<file path="src/rtl/pwrseq_pkg.sv">
package pwrseq_pkg;

  typedef enum logic [2:0] {
    ST_IDLE   = 3'd0,
    ST_RESET  = 3'd1,
    ST_PHASE  = 3'd2,
    ST_SOFT   = 3'd3,
    ST_BOOT   = 3'd4,
    ST_PGWAIT = 3'd5,
    ST_READY  = 3'd6
  } seqState_t;

  // Strobes from control to the timer datapath
  typedef struct packed {
    logic clr;
    logic ldRst;
    logic ldBoot;
    logic ldPg;
  } tmrCmd_t;

endpackage

</file>
<file path="src/rtl/pwrseq_timer.sv">
module pwrseq_timer
  import pwrseq_pkg::*;
#(
  parameter int RST_CYC  = 2750,
  parameter int BOOT_CYC = 5000,
  parameter int PG_CYC   = 450000,
  parameter int CNT_W    = 19
) (
  input  logic    clk,
  input  logic    rstN,
  input  tmrCmd_t cmd,
  output logic    expired,
  output logic    latchPt
);

  localparam logic [CNT_W-1:0] RST_LD  = CNT_W'(RST_CYC - 1);
  localparam logic [CNT_W-1:0] BOOT_LD = CNT_W'(BOOT_CYC - 1);
  localparam logic [CNT_W-1:0] PG_LD   = CNT_W'(PG_CYC - 1);
  localparam logic [CNT_W-1:0] LAT_AT  = CNT_W'(PG_CYC - 2);

  logic [CNT_W-1:0] cnt;

  always_ff @(posedge clk) begin
    if (!rstN)           cnt <= '0;
    else if (cmd.clr)    cnt <= '0;
    else if (cmd.ldRst)  cnt <= RST_LD;
    else if (cmd.ldBoot) cnt <= BOOT_LD;
    else if (cmd.ldPg)   cnt <= PG_LD;
    else if (cnt != '0)  cnt <= cnt - 1'b1;
  end

  assign expired = (cnt == '0);
  assign latchPt = (cnt == LAT_AT);

  // reset window load gives the full count
  a_r3_rst_load: assert property (@(posedge clk) disable iff (!rstN)
    (cmd.ldRst && !cmd.clr) |=> (cnt == RST_LD));

  // timer counts down by one when left alone
  a_r7_countdown: assert property (@(posedge clk) disable iff (!rstN)
    (cmd == '0 && cnt != '0) |=> (cnt == $past(cnt) - 1'b1));

  // a clear empties the timer
  a_r8_clear: assert property (@(posedge clk) disable iff (!rstN)
    cmd.clr |=> expired);

endmodule

</file>
<file path="src/rtl/pwrseq_ctrl.sv">
module pwrseq_ctrl
  import pwrseq_pkg::*;
(
  input  logic    clk,
  input  logic    rstN,
  input  logic    supplyOk,
  input  logic    enPin,
  input  logic    phaseDone,
  input  logic    ssDone,
  input  logic    tmrExpired,
  input  logic    latchPt,
  output tmrCmd_t cmd,
  output logic    resetActive,
  output logic    ssGo,
  output logic    bootSel,
  output logic    clkEnN,
  output logic    codeLatch,
  output logic    pwrGood
);

  seqState_t state, nextState;
  logic runOk;

  assign runOk = supplyOk && enPin;

  always_comb begin
    nextState = state;
    cmd       = '0;
    if (!runOk) begin
      nextState = ST_IDLE;
      cmd.clr   = 1'b1;
    end else begin
      case (state)
        ST_IDLE: begin
          nextState = ST_RESET;
          cmd.ldRst = 1'b1;
        end
        ST_RESET:  if (tmrExpired) nextState = ST_PHASE;
        ST_PHASE:  if (phaseDone)  nextState = ST_SOFT;
        ST_SOFT: if (ssDone) begin
          nextState  = ST_BOOT;
          cmd.ldBoot = 1'b1;
        end
        ST_BOOT: if (tmrExpired) begin
          nextState = ST_PGWAIT;
          cmd.ldPg  = 1'b1;
        end
        ST_PGWAIT: if (tmrExpired) nextState = ST_READY;
        ST_READY:  nextState = ST_READY;
        default:   nextState = ST_IDLE;
      endcase
    end
  end

  always_ff @(posedge clk) begin
    if (!rstN) state <= ST_IDLE;
    else       state <= nextState;
  end

  assign resetActive = (state == ST_RESET);
  assign ssGo        = (state == ST_SOFT) || (state == ST_BOOT) ||
                       (state == ST_PGWAIT) || (state == ST_READY);
  assign bootSel     = (state == ST_SOFT) || (state == ST_BOOT);
  assign clkEnN      = !((state == ST_PGWAIT) || (state == ST_READY));
  assign codeLatch   = (state == ST_PGWAIT) && latchPt;
  assign pwrGood     = (state == ST_READY);

  // no start without both supply and enable
  a_r2_hold_idle: assert property (@(posedge clk) disable iff (!rstN)
    (state == ST_IDLE && !runOk) |=> (!resetActive && !ssGo && clkEnN));

  // soft-start only after phase detection was seen
  a_r4_ss_after_phase: assert property (@(posedge clk) disable iff (!rstN)
    $rose(ssGo) |-> $past(phaseDone));

  // clock enable falls only as the boot dwell ends
  a_r5_clk_after_boot: assert property (@(posedge clk) disable iff (!rstN)
    $fell(clkEnN) |-> ($past(bootSel) && !bootSel));

  // code latch only once clock enable is already low
  a_r6_latch_after_clk: assert property (@(posedge clk) disable iff (!rstN)
    codeLatch |-> ($past(!clkEnN) && !clkEnN));

  // single-cycle pulse
  a_r6_latch_pulse: assert property (@(posedge clk) disable iff (!rstN)
    codeLatch |=> !codeLatch);

  // abort from any state clears every output
  a_r8_abort: assert property (@(posedge clk) disable iff (!rstN)
    !runOk |=> (!resetActive && !ssGo && !bootSel && clkEnN && !codeLatch && !pwrGood));

  // output ordering
  a_r10_pg_needs_clk: assert property (@(posedge clk) disable iff (!rstN)
    pwrGood |-> !clkEnN);
  a_r10_clk_needs_ss: assert property (@(posedge clk) disable iff (!rstN)
    !clkEnN |-> ssGo);

endmodule

</file>
<file path="src/rtl/pwr_seq_top.sv">
module pwr_seq_top
  import pwrseq_pkg::*;
#(
  parameter int RST_CYC  = 2750,
  parameter int BOOT_CYC = 5000,
  parameter int PG_CYC   = 450000
) (
  input  logic clk,
  input  logic rstN,
  input  logic supplyOk,
  input  logic enPin,
  input  logic phaseDone,
  input  logic ssDone,
  output logic resetActive,
  output logic ssGo,
  output logic bootSel,
  output logic clkEnN,
  output logic codeLatch,
  output logic pwrGood
);

  localparam int MAX_A = (RST_CYC > BOOT_CYC) ? RST_CYC : BOOT_CYC;
  localparam int MAX_C = (MAX_A > PG_CYC) ? MAX_A : PG_CYC;
  localparam int CNT_W = $clog2(MAX_C + 1);

  tmrCmd_t cmd;
  logic    tmrExpired;
  logic    latchPt;

  pwrseq_ctrl i_ctrl (
    .clk        (clk),
    .rstN       (rstN),
    .supplyOk   (supplyOk),
    .enPin      (enPin),
    .phaseDone  (phaseDone),
    .ssDone     (ssDone),
    .tmrExpired (tmrExpired),
    .latchPt    (latchPt),
    .cmd        (cmd),
    .resetActive(resetActive),
    .ssGo       (ssGo),
    .bootSel    (bootSel),
    .clkEnN     (clkEnN),
    .codeLatch  (codeLatch),
    .pwrGood    (pwrGood)
  );

  pwrseq_timer #(
    .RST_CYC (RST_CYC),
    .BOOT_CYC(BOOT_CYC),
    .PG_CYC  (PG_CYC),
    .CNT_W   (CNT_W)
  ) i_timer (
    .clk    (clk),
    .rstN   (rstN),
    .cmd    (cmd),
    .expired(tmrExpired),
    .latchPt(latchPt)
  );

endmodule

</file>
<file path="config.mk">
export PLATFORM = sky130hd
export DESIGN_NAME = pwr_seq_top
export DESIGN_NICKNAME = d
export VERILOG_FILES = /design/src/rtl/pwrseq_pkg.sv /design/src/rtl/pwrseq_timer.sv /design/src/rtl/pwrseq_ctrl.sv /design/src/rtl/pwr_seq_top.sv
export SDC_FILE = /design/constraint.sdc
export NUM_CORES = 1
export LEC_CHECK = 0
export ABC_AREA = 1
export BUFFER_PORTS_ARGS = -buffer_cell sky130_fd_sc_hd__buf_2
export CORE_MARGIN = 4
export CORE_UTILIZATION = 50
export CTS_CLUSTER_DIAMETER = 200
export CTS_CLUSTER_SIZE = 20
export DETAILED_ROUTE_END_ITERATION = 12
export HOLD_SLACK_MARGIN = 0.06
export PLACE_DENSITY = 0.8
export SLEW_MARGIN = 5
export SYNTH_ARGS = -nofsm -noshare
export SYNTH_HDL_FRONTEND = slang
export SYNTH_SLANG_ARGS = --single-unit
</file>
<file path="constraint.sdc">
create_clock -name clk -period 1.9 [get_ports clk]
set_input_delay 0.38 -clock clk [delete_from_list [all_inputs] [get_ports clk]]
set_output_delay 0.38 -clock clk [all_outputs]
set_load 0.03 [all_outputs]
</file>
---- Word level (Yosys, flattened, before mapping) ----
Cells that the tools add are included.
storage, ports and cells
  flip-flop bits (word level) ............. 22
  input bits .............................. 6
  output and inout port bits .............. 6
  logic and storage cells ................. 54
cells by class
  $add $sub $neg .......................... 1
  equality and inequality tests ........... 12
  muxes and demuxes ....................... 16
  bitwise logic cells ..................... 2
  reductions and logical operators ........ 18
operator list
  operator                                                                  number
  19-bit two-way mux                                                        2
  3-bit one-hot mux with 7 select lines                                     1
  19-bit == test (second input constant)                                    1
  19-bit logical NOT                                                        1
  19-bit nonzero test                                                       1
  19-bit by 1-bit subtractor with 19-bit output (second input constant)     1
  3-bit two-way mux                                                         6
  13-bit two-way mux                                                        1
  12-bit two-way mux                                                        1
  3-bit == test (second input constant)                                     3
  3-bit by 2-bit == test with 1-bit output (second input constant)          2
  2-bit by 1-bit inequality test with 1-bit output (second input constant)  3
  1-bit two-way mux                                                         5
  5-bit AND reduction                                                       1
  5-bit OR reduction                                                        1
  1-bit logical OR                                                          4
  2-bit inequality test (second input constant)                             2
  4-bit nonzero test                                                        1
  4-bit OR reduction                                                        1
  3-bit by 1-bit == test with 1-bit output (second input constant)          1
  3-bit logical NOT                                                         1
  3-bit nonzero test                                                        1
  3-bit OR reduction                                                        1
  1-bit logical AND                                                         2
  other kinds (4)                                                           5

---- Depth between registers and ports, before layout ----
Gate-level depths: netlist of the first run.
  word-level depth ........................ 7
  depth in mapped cells ................... 10
  mapped depth without buffers ............ 10

---- Hierarchy ----
From an unflattened synthesis of the first run, not the netlist that was laid out.
unflattened totals
  cell total of the unflattened synthesis .. 246
  area total of the unflattened synthesis .. 1540.2 µm²
modules (own cells, without submodules)
  module        instances  cells an instance  area each (µm²)  sequential area each (µm²)
  pwrseq_timer  1          195                1234.9           380.4
  pwrseq_ctrl   1          51                 305.3            60.1

---- Worst setup path after synthesis of the first run ----
Ideal clock, no wire load.
  path kind ............................... register to output
  start point ............................. register i_ctrl.state[0]
  end point ............................... output codeLatch
  arrival time ............................ 1.700 ns
  data required time ...................... 1.520 ns
  path slack .............................. -0.180 ns
  cell stages (with the launch flop) ...... 5
  buffers on the path ..................... 0
  cell sequence ........................... dfxtp_1 inv_1 nor2_1 nand4_1 nor4_1
on the way
  longest elaborated chain between the ends .. 2
ends and longest elaborated chain
  element                 line               RTL
  start, declared         pwrseq_ctrl.sv:21  seqState_t state, nextState;
  start signal, assigned  pwrseq_ctrl.sv:57  else state <= nextState;
  3-bit == test           pwrseq_ctrl.sv:65  assign codeLatch = (state == ST_PGWAIT) && latchPt;
  1-bit logical AND       pwrseq_ctrl.sv:65
  end, declared           pwr_seq_top.sv:18  output logic codeLatch,
Every way passes these cells.

---- Worst setup path in the final report of the first run ----
  start point ............................. register i_timer.cnt[0]
  end point ............................... output codeLatch
on the way
  longest elaborated chain between the ends .. 2
ends and longest elaborated chain
  element                 line                RTL
  start, declared         pwrseq_timer.sv:21  logic [CNT_W-1:0] cnt;
  start signal, assigned  pwrseq_timer.sv:29  else if (cnt != '0) cnt <= cnt - 1'b1;
  19-bit == test          pwrseq_timer.sv:33  assign latchPt = (cnt == LAT_AT);
  1-bit logical AND       pwrseq_ctrl.sv:65
Every way passes these cells.

==> results of run 1 <==
==> cell families (layout without fill, tap and decap cells) <==
| logic type | after synthesis | after routing | share of synthesized area, % |
|---|---|---|---|
| xor+xnor | 6 | 6 | 3.627 |
| simple gates | 145 | 145 | 45.42 |
| flops | 22 | 22 | 30.40 |
| compound gates | 25 | 25 | 9.672 |
| buf+inv | 32 | 49 | 9.153 |
| fa+ha+maj | 2 | 2 | 1.727 |
==> final timing paths <==
kind | end | from | cells past startpoint
setup / recovery | codeLatch | i_timer.cnt[0] | 5
hold / removal | i_timer.cnt[0] | rstN | 3
setup reg to reg | i_timer.cnt[7] | i_timer.cnt[0] | 10
hold reg to reg | i_timer.cnt[18] | i_timer.cnt[18] | 2
==> final cells by class <==
class	instances	area, sq um	area share (%)
repair buffers	14	82.58	4.996
flip-flops and latches	22	455.4	27.55
well taps	31	38.79	2.347
clock buffers	3	22.52	1.363
inverters	31	121.4	7.343
multi-input cells	178	902.1	54.58
clock inverters	1	30.03	1.817
==> placed cells by master, fill, tap and decap left out <==
master,netlist,final
sky130_fd_sc_hd__nor2_4,2,3
sky130_fd_sc_hd__dfxtp_1,22,12
sky130_fd_sc_hd__a21oi_1,17,17
sky130_fd_sc_hd__nor2_1,48,47
sky130_fd_sc_hd__dfxtp_4,0,1
sky130_fd_sc_hd__nor3_1,3,3
sky130_fd_sc_hd__nor2_2,4,4
sky130_fd_sc_hd__ha_1,2,2
sky130_fd_sc_hd__nand4_1,4,4
sky130_fd_sc_hd__o21ai_2,2,2
sky130_fd_sc_hd__a21o_1,1,1
sky130_fd_sc_hd__bufinv_16,0,1
sky130_fd_sc_hd__o21ai_0,3,3
sky130_fd_sc_hd__clkinv_4,1,1
sky130_fd_sc_hd__inv_1,29,26
sky130_fd_sc_hd__nand2_1,52,52
sky130_fd_sc_hd__xor2_1,6,6
sky130_fd_sc_hd__nand3_1,22,22
sky130_fd_sc_hd__buf_2,0,9
sky130_fd_sc_hd__inv_2,1,4
sky130_fd_sc_hd__nand2_2,4,4
sky130_fd_sc_hd__buf_4,0,5
sky130_fd_sc_hd__clkbuf_4,0,3
sky130_fd_sc_hd__o21bai_1,2,2
sky130_fd_sc_hd__nand3_4,2,2
sky130_fd_sc_hd__nor4_2,0,3
sky130_fd_sc_hd__dfxtp_2,0,9
sky130_fd_sc_hd__or2_2,1,1
==> metrics by stage <==
step           power [W]  instance area [sq um]  cells
2_1_floorplan   0.001279                   1455    232
3_3_place_gp    0.001439                   1553    275
3_5_place_dp    0.001438                   1553    275
4_1_cts         0.001808                   1619    279
5_1_grt         0.001973                   1653    280
6_report        0.001812                   1653    280
==> where the power goes <==
group          switching, W  internal [W]  leakage [nW]
Clock              0.000145      0.000213        0.0279
Sequential        0.0000481      0.000500         0.183
Combinational      0.000580      0.000325         0.646
==> per-layer routing <==
layer  vias to the layer above  global-route usage, %  share of wire [%]
met5                         -                      0                  0
met4                         0                  6.061               0.87
met3                         4                  3.719                6.9
li1                        775                      -                  -
met1                       676                  29.86                 48
met2                        45                  29.90                 44
==> worst register-to-register path, cell delays in order, from the launching register on <==
cell                       delay (ns)
sky130_fd_sc_hd__dfxtp_2         0.36
sky130_fd_sc_hd__inv_2           0.09
sky130_fd_sc_hd__ha_1            0.24
sky130_fd_sc_hd__nand2_2         0.14
sky130_fd_sc_hd__nor2_4          0.15
sky130_fd_sc_hd__nand3_4         0.19
sky130_fd_sc_hd__clkinv_4        0.13
sky130_fd_sc_hd__nand3_4         0.12
sky130_fd_sc_hd__nand2_2         0.10
sky130_fd_sc_hd__nor2_1          0.04
sky130_fd_sc_hd__nor2_1          0.07
==> state kept, by name, summed over array words and instances, names as in the netlist <==
signal	flops
i_ctrl.state	3
i_timer.cnt	19
==> timing repair <==
item,in CTS,in global routing
gates resized for setup,7,14
setup endpoints to repair,2,2
setup buffers,0,1
pin swaps,0,2
==> results_tabular.tex, run 1 <==
\begin{tabular}{lr}
\hline
Metric & Value \\
\hline
\multicolumn{2}{l}{\textbf{Final layout}} \\
\quad Fill cells & 257 \\
\quad Number of nets in the finished design & 258 \\
\quad Count of antenna diodes in the layout & 0 \\
\quad Area overhead of the layout relative to synthesis & 14.08\% \\
\quad Layout cells sized above 1 & 20.88\% \\
\quad Post-Route Utilization & 59.94\% \\
\multicolumn{2}{l}{\textbf{Clock tree}} \\
\quad Clock transition at the registers of the reported paths & 0.13 ns \\
\quad Maximum root-to-sink buffer count & 2 \\
\quad Total CTS buffers & 3 \\
\quad CTS HTree Levels & 1 \\
\quad Number of clock sinks & 22 \\
\quad Clock insertion delay at the later pin of the skew report & 0.31 ns \\
\quad Clock tree from TritonCTS & yes \\
\quad Root cell of the clock tree & sky130\_fd\_sc\_hd\_\_clkbuf\_4 \\
\quad Post-cts hold buffer count & 0 \\
\multicolumn{2}{l}{\textbf{Place}} \\
\quad Setup slack at placement & 0.1741 ns \\
\quad Count of buffers inserted at the top-level ports & 11 \\
\quad Post-detailed-placement half-perimeter wirelength & 2772 um \\
\quad Final estimated routing congestion in global placement & 0.9213 \\
\multicolumn{2}{l}{\textbf{Die}} \\
\quad IO Count & 12 \\
\quad Placement Rows & 19 \\
\quad Width of the chip & 61.83 um \\
\quad Initial Utilization & 52.54\% \\
\quad Area enclosed by the die boundary & 3823 sq um \\
\quad Die extent in y & 61.83 um \\
\quad Area of the core & 2758 sq um \\
\multicolumn{2}{l}{\textbf{STA}} \\
\quad Unrepaired setup endpoints after global routing & yes \\
\quad Final TNS setup & 0 ns \\
\quad Period utilisation layout & 97.75\% \\
\quad Tightest hold margin & 0.4965 ns \\
\quad Minimum clock period after layout & 1.857 ns \\
\quad Final Setup Violations & 0 \\
\quad Clock tree skew after final layout & 0.009332 ns \\
\quad Fmax & 538.4 MHz \\
\quad Setup slack of the critical path after layout & 0.04272 ns \\
\quad Max-slew headroom at the worst pin & 79.93\% \\
\quad Final hold vios & 0 \\
\quad Final slew viol count & 0 \\
\quad Slew of the pin with the lowest slew margin & 0.3007 ns \\
\multicolumn{2}{l}{\textbf{Status}} \\
\quad Status & complete, no violations \\
\multicolumn{2}{l}{\textbf{Setup path}} \\
\quad Critical setup path kind & flop to output port \\
\quad Nature of the critical path endpoint & output port \\
\quad Series of cell instances along the critical path & inv\_2 -> ha\_1 -> nand3\_1 -> nor4\_2 -> buf\_4 \\
\quad Family of cells with the greatest summed delay on the critical path & simple AND/OR/NAND/NOR gates \\
\quad Worst R2R Setup Slack & 0.21 ns \\
\quad Cell with the biggest individual delay on the critical path & sky130\_fd\_sc\_hd\_\_dfxtp\_2 \\
\quad Maximum fanout along the worst path & 5 \\
\quad Critical Path Max Stage Delay & 0.36 ns \\
\quad Startpoint Class & flop \\
\quad Number of buffers and inverters on the critical path & 2 \\
\quad Signal arrival time at the worst endpoint & 1.48 ns \\
\quad CP Data Required Time & 1.52 ns \\
\multicolumn{2}{l}{\textbf{Yosys}} \\
\quad Main synth FF type & sky130\_fd\_sc\_hd\_\_dfxtp\_1 \\
\quad Mapped Avg Cell Area & 6.245 sq um \\
\quad Synth area leader & sky130\_fd\_sc\_hd\_\_dfxtp\_1 \\
\quad Post-Syn Instances & 232 \\
\quad Share of synthesized area occupied by flip-flops and latches & 30.40\% \\
\quad Most common library cells after synthesis & 52 x sky130\_fd\_sc\_hd\_\_nand2\_1, 48 x sky130\_fd\_sc\_hd\_\_nor2\_1, 29 x sky130\_fd\_sc\_hd\_\_inv\_1 \\
\quad Ranking of synthesized cells by area & sky130\_fd\_sc\_hd\_\_dfxtp\_1 30\%, sky130\_fd\_sc\_hd\_\_nand2\_1 13\%, sky130\_fd\_sc\_hd\_\_nor2\_1 12\% \\
\quad Post-synth cell types & 23 \\
\quad Post-synthesis cell area & 1449 sq um \\
\quad FFs w/ async S/R, synth & 0\% \\
\quad Number of warning messages in the yosys log & 0 \\
\quad Post-synth EDFFs & 0 \\
\quad Share of Yosys cell area claimed by the top area cell type & 30.40\% \\
\quad Net count of the mapped netlist & 240 \\
\quad Library cell with the highest instance count after synthesis & sky130\_fd\_sc\_hd\_\_nand2\_1 \\
\quad Seq cells post-synth & 22 \\
\multicolumn{2}{l}{\textbf{Route}} \\
\quad Wire length after detailed routing & 3443 um \\
\quad Post-route antenna net violation count & 0 \\
\quad Post-DR wirelength/cell & 12.30 um \\
\quad Number of design-rule violations left by the first detailed-router iteration & 74 \\
\quad Total DRC errors in the routed layout & 0 \\
\quad Via/cell ratio & 5.357 \\
\quad Drt first pass iters & 4 \\
\quad Routed vias & 1500 \\
\multicolumn{2}{l}{\textbf{Power}} \\
\quad Power density over cell area & 1096 nW/um\^{}2 \\
\quad P\_leak & 0.8572 nW \\
\quad Maximum ir drop on the vdd rail & 0.7478 mV \\
\multicolumn{2}{l}{\textbf{Global routing}} \\
\quad Combined global-route utilization of all metal layers & 20.26\% \\
\quad Number of antenna violations at the first check in global routing & 0 \\
\quad Largest net degree at the start of global routing & 14 \\
\quad Global-route wire length before repair & 5671 um \\
\quad Remaining global-route overflow & 0 \\
\quad Vias in the first global route & 1241 \\
\multicolumn{2}{l}{\textbf{Flow run}} \\
\quad Maximum capacitance violations & 0 \\
\multicolumn{2}{l}{\textbf{Min path}} \\
\quad Worst min-delay path class & input port to flop \\
\hline
\end{tabular}
Note: power is estimated with default switching activity, not from simulation.
==> run 2, diff against run 1 <==
--- a/config.mk
+++ b/config.mk
@@ -5,12 +5,10 @@
 export SDC_FILE = /design/constraint.sdc
 export NUM_CORES = 1
 export LEC_CHECK = 0
-export ABC_AREA = 1
 export BUFFER_PORTS_ARGS = -buffer_cell sky130_fd_sc_hd__buf_2
 export CORE_MARGIN = 4
 export CORE_UTILIZATION = 50
 export CTS_CLUSTER_DIAMETER = 200
-export CTS_CLUSTER_SIZE = 20
 export DETAILED_ROUTE_END_ITERATION = 12
 export HOLD_SLACK_MARGIN = 0.06
 export PLACE_DENSITY = 0.8
@@ -18,3 +16,4 @@
 export SYNTH_ARGS = -nofsm -noshare
 export SYNTH_HDL_FRONTEND = slang
 export SYNTH_SLANG_ARGS = --single-unit
+export TNS_END_PERCENT = 10
==> run 2 against run 1 <==
Net effect:
- the run now ends with setup timing left
- wire length up 17%
- register-to-register slack got worse by 0.31 ns
- via count up 0.20%
- global-route usage grew 3.7 points
- largest power group is now registers
==> results_tabular.tex, run 2 <==
\begin{tabular}{lr}
\hline
Metric & Value \\
\hline
\multicolumn{2}{l}{\textbf{STA}} \\
\quad Setup slack of the critical path after layout & -0.1038 ns \\
\quad Clock tree skew after final layout & 0.008003 ns \\
\quad Final Setup Violations & 9 \\
\quad Final hold vios & 0 \\
\quad Tightest hold margin & 0.3807 ns \\
\quad Slew of the pin with the lowest slew margin & 0.5053 ns \\
\quad Fmax & 499.0 MHz \\
\quad Minimum clock period after layout & 2.004 ns \\
\quad Unrepaired setup endpoints after global routing & yes \\
\quad Period utilisation layout & 105.5\% \\
\quad Max-slew headroom at the worst pin & 66.03\% \\
\quad Final TNS setup & -0.3554 ns \\
\quad Final slew viol count & 0 \\
\multicolumn{2}{l}{\textbf{Setup path}} \\
\quad Nature of the critical path endpoint & flop \\
\quad Critical Path Max Stage Delay & 0.43 ns \\
\quad Series of cell instances along the critical path & buf\_4 -> nor4\_1 -> nand4\_1 -> buf\_4 -> nor3\_1 -> mux2i\_1 -> nor2\_1 \\
\quad Most common cell type on the critical path & sky130\_fd\_sc\_hd\_\_buf\_4 \\
\quad Critical setup path kind & flop to flop \\
\quad Maximum fanout along the worst path & 5 \\
\quad Startpoint Class & flop \\
\quad Cell with the biggest individual delay on the critical path & sky130\_fd\_sc\_hd\_\_nor4\_1 \\
\quad Signal arrival time at the worst endpoint & 2.21 ns \\
\quad CP Data Required Time & 2.11 ns \\
\multicolumn{2}{l}{\textbf{Die}} \\
\quad IO Count & 12 \\
\quad Placement Rows & 18 \\
\quad Width of the chip & 59.99 um \\
\quad Area of the core & 2522 sq um \\
\quad Die extent in y & 59.99 um \\
\quad Area enclosed by the die boundary & 3598 sq um \\
\quad Initial Utilization & 53.57\% \\
\multicolumn{2}{l}{\textbf{Clock tree}} \\
\quad Post-cts hold buffer count & 0 \\
\quad Root cell of the clock tree & sky130\_fd\_sc\_hd\_\_clkbuf\_4 \\
\quad CTS HTree Levels & 1 \\
\quad Maximum root-to-sink buffer count & 2 \\
\quad Clock insertion delay at the later pin of the skew report & 0.32 ns \\
\quad Total CTS buffers & 3 \\
\quad Clock tree from TritonCTS & yes \\
\quad Number of clock sinks & 22 \\
\quad Clock transition at the registers of the reported paths & 0.13 ns \\
\multicolumn{2}{l}{\textbf{Yosys}} \\
\quad Mapped Avg Cell Area & 7.949 sq um \\
\quad Library cell with the highest instance count after synthesis & sky130\_fd\_sc\_hd\_\_dfxtp\_1 \\
\quad Net count of the mapped netlist & 178 \\
\quad Post-Syn Instances & 170 \\
\quad Post-synthesis cell area & 1351 sq um \\
\quad FFs w/ async S/R, synth & 0\% \\
\quad Main synth FF type & sky130\_fd\_sc\_hd\_\_dfxtp\_1 \\
\quad Share of synthesized area occupied by flip-flops and latches & 32.59\% \\
\quad Seq cells post-synth & 22 \\
\quad Ranking of synthesized cells by area & sky130\_fd\_sc\_hd\_\_dfxtp\_1 33\%, sky130\_fd\_sc\_hd\_\_a21oi\_1 4.4\%, sky130\_fd\_sc\_hd\_\_nand2\_1 4.2\% \\
\quad Share of Yosys cell area claimed by the top area cell type & 32.59\% \\
\quad Synth area leader & sky130\_fd\_sc\_hd\_\_dfxtp\_1 \\
\quad Post-synth EDFFs & 0 \\
\quad Number of warning messages in the yosys log & 0 \\
\quad Most common library cells after synthesis & 22 x sky130\_fd\_sc\_hd\_\_dfxtp\_1, 15 x sky130\_fd\_sc\_hd\_\_nand2\_1, 15 x sky130\_fd\_sc\_hd\_\_nor2\_1 \\
\quad Post-synth cell types & 45 \\
\multicolumn{2}{l}{\textbf{Place}} \\
\quad Post-detailed-placement half-perimeter wirelength & 2832 um \\
\quad Final estimated routing congestion in global placement & 0.9599 \\
\quad Count of buffers inserted at the top-level ports & 11 \\
\quad Number of cells after detailed placement & 229 \\
\multicolumn{2}{l}{\textbf{Route}} \\
\quad Number of design-rule violations left by the first detailed-router iteration & 91 \\
\quad Total met3 wirelength after detailed routing & 301 um \\
\quad Highest routed layer & met4 \\
\quad Post-route antenna net violation count & 0 \\
\quad Wire length after detailed routing & 4043 um \\
\quad Met1 layer wirelength in the final routing & 1619 um \\
\quad Total DRC errors in the routed layout & 0 \\
\quad Met2 WL post-DR & 1985 um \\
\quad Routed vias & 1503 \\
\quad Post-DR wirelength/cell & 17.20 um \\
\quad Via/cell ratio & 6.396 \\
\quad Drt first pass iters & 4 \\
\multicolumn{2}{l}{\textbf{Global routing}} \\
\quad Global-route wire length before repair & 6417 um \\
\quad Largest net degree at the start of global routing & 15 \\
\quad Number of antenna violations at the first check in global routing & 0 \\
\quad Vias in the first global route & 1397 \\
\quad Combined global-route utilization of all metal layers & 23.96\% \\
\quad Remaining global-route overflow & 0 \\
\multicolumn{2}{l}{\textbf{Power}} \\
\quad Maximum ir drop on the vdd rail & 0.5581 mV \\
\quad Sum of internal, switching and leakage power & 0.001182 W \\
\quad P\_leak & 0.7407 nW \\
\quad Power density over cell area & 666.6 nW/um\^{}2 \\
\multicolumn{2}{l}{\textbf{Min path}} \\
\quad Worst min-delay path class & input port to flop \\
\multicolumn{2}{l}{\textbf{Final layout}} \\
\quad Biggest registers after layout & i\_timer.cnt: 19 flops, i\_ctrl.state: 3 flops \\
\quad Number of flip-flops in the largest register & 19 \\
\quad Commonest non-fill, non-tap cell in the layout & sky130\_fd\_sc\_hd\_\_buf\_4 \\
\quad Count of antenna diodes in the layout & 0 \\
\quad Number of nets in the finished design & 215 \\
\quad Layout cells sized above 1 & 37.07\% \\
\quad Area overhead of the layout relative to synthesis & 31.20\% \\
\quad Post-Layout Cell Count & 235 \\
\quad Top library cells by usage in the layout, fill and taps aside & 29 x sky130\_fd\_sc\_hd\_\_buf\_4, 14 x sky130\_fd\_sc\_hd\_\_nor2\_1, 13 x sky130\_fd\_sc\_hd\_\_nand2\_1 \\
\quad Reg with most FFs & i\_timer.cnt \\
\multicolumn{2}{l}{\textbf{Flow run}} \\
\quad Maximum capacitance violations & 0 \\
\multicolumn{2}{l}{\textbf{Status}} \\
\quad Violated checks & setup timing \\
\quad Status & finished, violations left \\
\hline
\end{tabular}
==> run 2: changes by cell type in the layout (fill, tap and decap cells not counted), moves of 5 or more <==
cell,change
sky130_fd_sc_hd__a21oi_1,-5
sky130_fd_sc_hd__buf_4,+24
sky130_fd_sc_hd__inv_1,-21
sky130_fd_sc_hd__nand2_1,-39
sky130_fd_sc_hd__nand3_1,-17
sky130_fd_sc_hd__nor2_1,-33
sky130_fd_sc_hd__nor4_1,+5
==> run 2: area by class of cell <==
type	instances	area, sq um
fillers	194	749.5
clock buffers	3	22.52
well taps	30	37.54
flip-flops and latches	22	466.7
multi-input cells	135	948.4
inverters	5	18.77
repair buffers	40	279.0
==> run 2: final timing paths <==
check                        from               to  slack [ns]  depth (start not counted)
setup / recovery   i_timer.cnt[9]  i_timer.cnt[18]       -0.10                          7
hold / removal             ssDone  i_ctrl.state[2]        0.38                          3
setup reg to reg   i_timer.cnt[9]  i_timer.cnt[18]       -0.10                          7
hold reg to reg   i_ctrl.state[2]  i_ctrl.state[2]        0.56                          2
==> run 2: what timing repair did <==
action,CTS,global route
resized for setup,21,12
setup buffers,2,1
setup endpoints to repair,18,20
pin swaps,7,2
==> run 2: report_power, final <==
part	switching (W)	internal [W]
Sequential	0.0000157	0.000470
Clock	0.000150	0.0000743
Combinational	0.000251	0.000221
Total	0.000416	0.000766
==> run 2: critical path: cells and delay by family (launching register included) <==
| kind | cells | cell delay, ns |
|---|---|---|
| buffers and inverters | 2 | 0.38 |
| flip-flops | 1 | 0.37 |
| multiplexers | 1 | 0.22 |
| AND/OR/NAND/NOR | 4 | 0.93 |
==> run 2: layer usage <==
layer / up-vias / global-route usage (%)
li1: 707 / -
met1: 692 / 30.76
met2: 92 / 37.65
met3: 12 / 4.104
met4: 0 / 13.29
met5: - / 0
==> run 2: per-stage QoR <==
step                setup WS (ns)  util, %  area, sq um
floorplan                -0.08162        -         1371
global route              -0.1757    70.29         1773
detailed placement        -0.1376    64.53         1628
finish                    -0.1038    70.29         1773
CTS                      -0.06624    67.96         1714
global placement         -0.06510    64.53         1628
==> run 2: cells by family (layout without fill, tap and decap cells) <==
group	after synthesis	in the layout	share of synthesized area [%]
flip-flops	22	22	32.59
buffers and inverters	13	48	3.703
adder cells (fa/ha/maj)	2	2	1.852
XOR/XNOR	9	9	5.833
AO/OA/AOI/OAI	38	38	17.50
multiplexers	3	3	2.315
AND/OR/NAND/NOR	83	83	36.20
==> run 3, diff against run 2 <==
--- a/config.mk
+++ b/config.mk
@@ -5,6 +5,7 @@
 export SDC_FILE = /design/constraint.sdc
 export NUM_CORES = 1
 export LEC_CHECK = 0
+export ABC_AREA = 1
 export BUFFER_PORTS_ARGS = -buffer_cell sky130_fd_sc_hd__buf_2
 export CORE_MARGIN = 4
 export CORE_UTILIZATION = 50
==> run 3 against run 2 <==
Net effect:
- the run now ends clean
- clock-buffer cell count is the same
- wire length shrank 15%
- die area grew 6.2%
- total power grew 53%
- sequential power grew 12%
- utilization shrank 11 points
- global-route usage shrank 3.7 points
- combinational power grew 91%
- sequential share of layout area grew 0.93 points
- fmax grew 7.3%
==> results_tabular.tex, run 3 (same netlist as run 1, synthesis figures left out) <==
\begin{tabular}{lr}
\hline
Metric & Value \\
\hline
\multicolumn{2}{l}{\textbf{Route}} \\
\quad Via/cell ratio & 5.312 \\
\quad Routed vias & 1482 \\
\quad Wire length after detailed routing & 3432 um \\
\quad Post-route antenna net violation count & 0 \\
\quad Number of design-rule violations left by the first detailed-router iteration & 89 \\
\quad Post-DR wirelength/cell & 12.30 um \\
\quad Total DRC errors in the routed layout & 0 \\
\quad Drt first pass iters & 4 \\
\multicolumn{2}{l}{\textbf{Clock tree}} \\
\quad Clock tree from TritonCTS & yes \\
\quad Clock transition at the registers of the reported paths & 0.12 ns \\
\quad Clock insertion delay at the later pin of the skew report & 0.31 ns \\
\quad Number of buffers inserted to repair setup after CTS & 0 \\
\quad CTS HTree Levels & 1 \\
\quad Maximum root-to-sink buffer count & 2 \\
\quad Post-cts hold buffer count & 0 \\
\quad Root cell of the clock tree & sky130\_fd\_sc\_hd\_\_clkbuf\_4 \\
\quad Number of clock sinks & 22 \\
\quad Total CTS buffers & 3 \\
\multicolumn{2}{l}{\textbf{Die}} \\
\quad Die extent in y & 61.83 um \\
\quad IO Count & 12 \\
\quad Area enclosed by the die boundary & 3823 sq um \\
\quad Initial Utilization & 52.54\% \\
\quad Width of the chip & 61.83 um \\
\quad Area of the core & 2758 sq um \\
\quad Placement Rows & 19 \\
\multicolumn{2}{l}{\textbf{Final layout}} \\
\quad Number of nets in the finished design & 257 \\
\quad Layout cells sized above 1 & 18.15\% \\
\quad Number of flip-flops in the largest register & 19 \\
\quad Top library cells by usage in the layout, fill and taps aside & 52 x sky130\_fd\_sc\_hd\_\_nand2\_1, 47 x sky130\_fd\_sc\_hd\_\_nor2\_1, 27 x sky130\_fd\_sc\_hd\_\_inv\_1 \\
\quad Count of antenna diodes in the layout & 0 \\
\quad Area overhead of the layout relative to synthesis & 13.13\% \\
\quad Fill cells & 258 \\
\quad Reg with most FFs & i\_timer.cnt \\
\quad Total area of sequential cells & 446.7 sq um \\
\quad Area of combinational cells with multiple inputs & 900.9 sq um \\
\quad Biggest registers after layout & i\_timer.cnt: 19 flops, i\_ctrl.state: 3 flops \\
\quad Commonest non-fill, non-tap cell in the layout & sky130\_fd\_sc\_hd\_\_nand2\_1 \\
\multicolumn{2}{l}{\textbf{Setup path}} \\
\quad Signal arrival time at the worst endpoint & 1.49 ns \\
\quad Worst flop-to-flop path startpoint & i\_timer.cnt[0] \\
\quad Cell with the biggest individual delay on the critical path & sky130\_fd\_sc\_hd\_\_dfxtp\_2 \\
\quad Worst R2R Setup Slack & 0.18 ns \\
\quad Critical setup path kind & flop to output port \\
\quad Startpoint Class & flop \\
\quad Critical Path Max Stage Delay & 0.37 ns \\
\quad Series of cell instances along the critical path & nor2\_4 -> nand4\_1 -> nor4\_2 -> buf\_4 \\
\quad CP Data Required Time & 1.52 ns \\
\quad Worst-case reg-to-reg path depth & 9 \\
\quad Maximum fanout along the worst path & 4 \\
\quad Nature of the critical path endpoint & output port \\
\quad Worst r2r dst & i\_timer.cnt[13] \\
\multicolumn{2}{l}{\textbf{Place}} \\
\quad Final estimated routing congestion in global placement & 0.9213 \\
\quad Count of buffers inserted at the top-level ports & 11 \\
\quad Post-detailed-placement half-perimeter wirelength & 2772 um \\
\multicolumn{2}{l}{\textbf{Global routing}} \\
\quad Largest net degree at the start of global routing & 14 \\
\quad Remaining global-route overflow & 0 \\
\quad Combined global-route utilization of all metal layers & 20.26\% \\
\quad Number of antenna violations at the first check in global routing & 0 \\
\quad Global-route wire length before repair & 5671 um \\
\quad Vias in the first global route & 1241 \\
\multicolumn{2}{l}{\textbf{Power}} \\
\quad Sum of internal, switching and leakage power & 0.001809 W \\
\quad P\_leak & 0.8568 nW \\
\quad Maximum ir drop on the vdd rail & 0.7460 mV \\
\quad Power density over cell area & 1103 nW/um\^{}2 \\
\multicolumn{2}{l}{\textbf{STA}} \\
\quad Clock tree skew after final layout & 0.006495 ns \\
\quad Final Setup Violations & 0 \\
\quad Slew of the pin with the lowest slew margin & 0.3007 ns \\
\quad Final slew viol count & 0 \\
\quad Final hold vios & 0 \\
\quad Unrepaired setup endpoints after global routing & yes \\
\quad Minimum clock period after layout & 1.868 ns \\
\quad Max-slew headroom at the worst pin & 79.90\% \\
\quad Fmax & 535.3 MHz \\
\quad Final TNS setup & 0 ns \\
\quad Period utilisation layout & 98.32\% \\
\multicolumn{2}{l}{\textbf{Status}} \\
\quad Status & complete, no violations \\
\multicolumn{2}{l}{\textbf{Min path}} \\
\quad Capture endpoint of the worst hold path & i\_timer.cnt[4] \\
\quad Worst min-delay path class & input port to flop \\
\quad Hold\_sp & rstN \\
\quad Instance count along the most critical hold path & 3 \\
\multicolumn{2}{l}{\textbf{Flow run}} \\
\quad Maximum capacitance violations & 0 \\
\hline
\end{tabular}
==> run 3: cell types whose count changed in the layout (fill, tap and decap cells not counted), sizes merged, moves of 3 or more <==
cell	change
nand2b	-3
a31oi	-3
nor2	+39
nor3	-6
nand2	+41
xnor2	-4
nand3	+16
o21ai	-3
nor4	-5
a21oi	+5
or4	-6
inv	+25
buf	-27
a211oi	-4
==> run 3: what timing repair did <==
| action | CTS | global route |
|---|---|---|
| resized for setup | 7 | 8 |
| pin swaps | 0 | 0 |
| setup endpoints to repair | 2 | 2 |
| cloned | 0 | 0 |
==> run 3: critical path, delay by kind of cell, from the launching register on <==
family / cells / cell delay, ns
buffers and inverters: 1 / 0.20
and+or+nand+nor: 3 / 0.62
DFF: 1 / 0.37
==> run 3: routing by layer <==
metal	global-route usage, %	up-vias	wire length, um
met5	0	-	0
met4	6.061	0	29
met3	3.719	4	191
met2	29.90	36	1518
met1	29.86	670	1692
li1	-	772	-
==> run 3: layout make-up <==
cell class	count	share of cell area [%]
repair buffers	13	4.809
inverters	31	7.405
well taps	31	2.366
clock inverters	1	1.832
clock buffers	3	1.374
multi-input cells	178	54.96
flip-flops and latches	22	27.25
==> run 3: through the flow <==
stage	instance area [sq um]	utilization [%]	worst slack, ns	hold WS (ns)	instances
floorplan	1455	-	0.1281	0.4785	232
global placement	1553	56.31	0.2263	0.5141	275
detailed placement	1553	56.31	0.1741	0.5166	275
CTS	1619	58.71	0.006340	0.4833	279
global route	1639	59.44	-0.06271	0.4923	279
finish	1639	59.44	0.03183	0.4977	279
==> run 3: power by group <==
group	switching, W	internal, W
Clock	0.000147	0.000213
Sequential	0.0000476	0.000498
Combinational	0.000579	0.000324
==> run 3: worst max path at each step <==
stage	depth (start not counted)	start	to	slack, ns
6_report	4	i_timer.cnt[4]	codeLatch	0.03
5_1_grt	5	i_timer.cnt[10]	codeLatch	-0.06
4_1_cts	5	i_timer.cnt[7]	codeLatch	0.006
3_5_place_dp	10	i_timer.cnt[0]	i_timer.cnt[0]	0.17
3_3_place_gp	10	i_timer.cnt[0]	i_timer.cnt[7]	0.23
2_1_floorplan	4	i_ctrl.state[0]	codeLatch	0.13
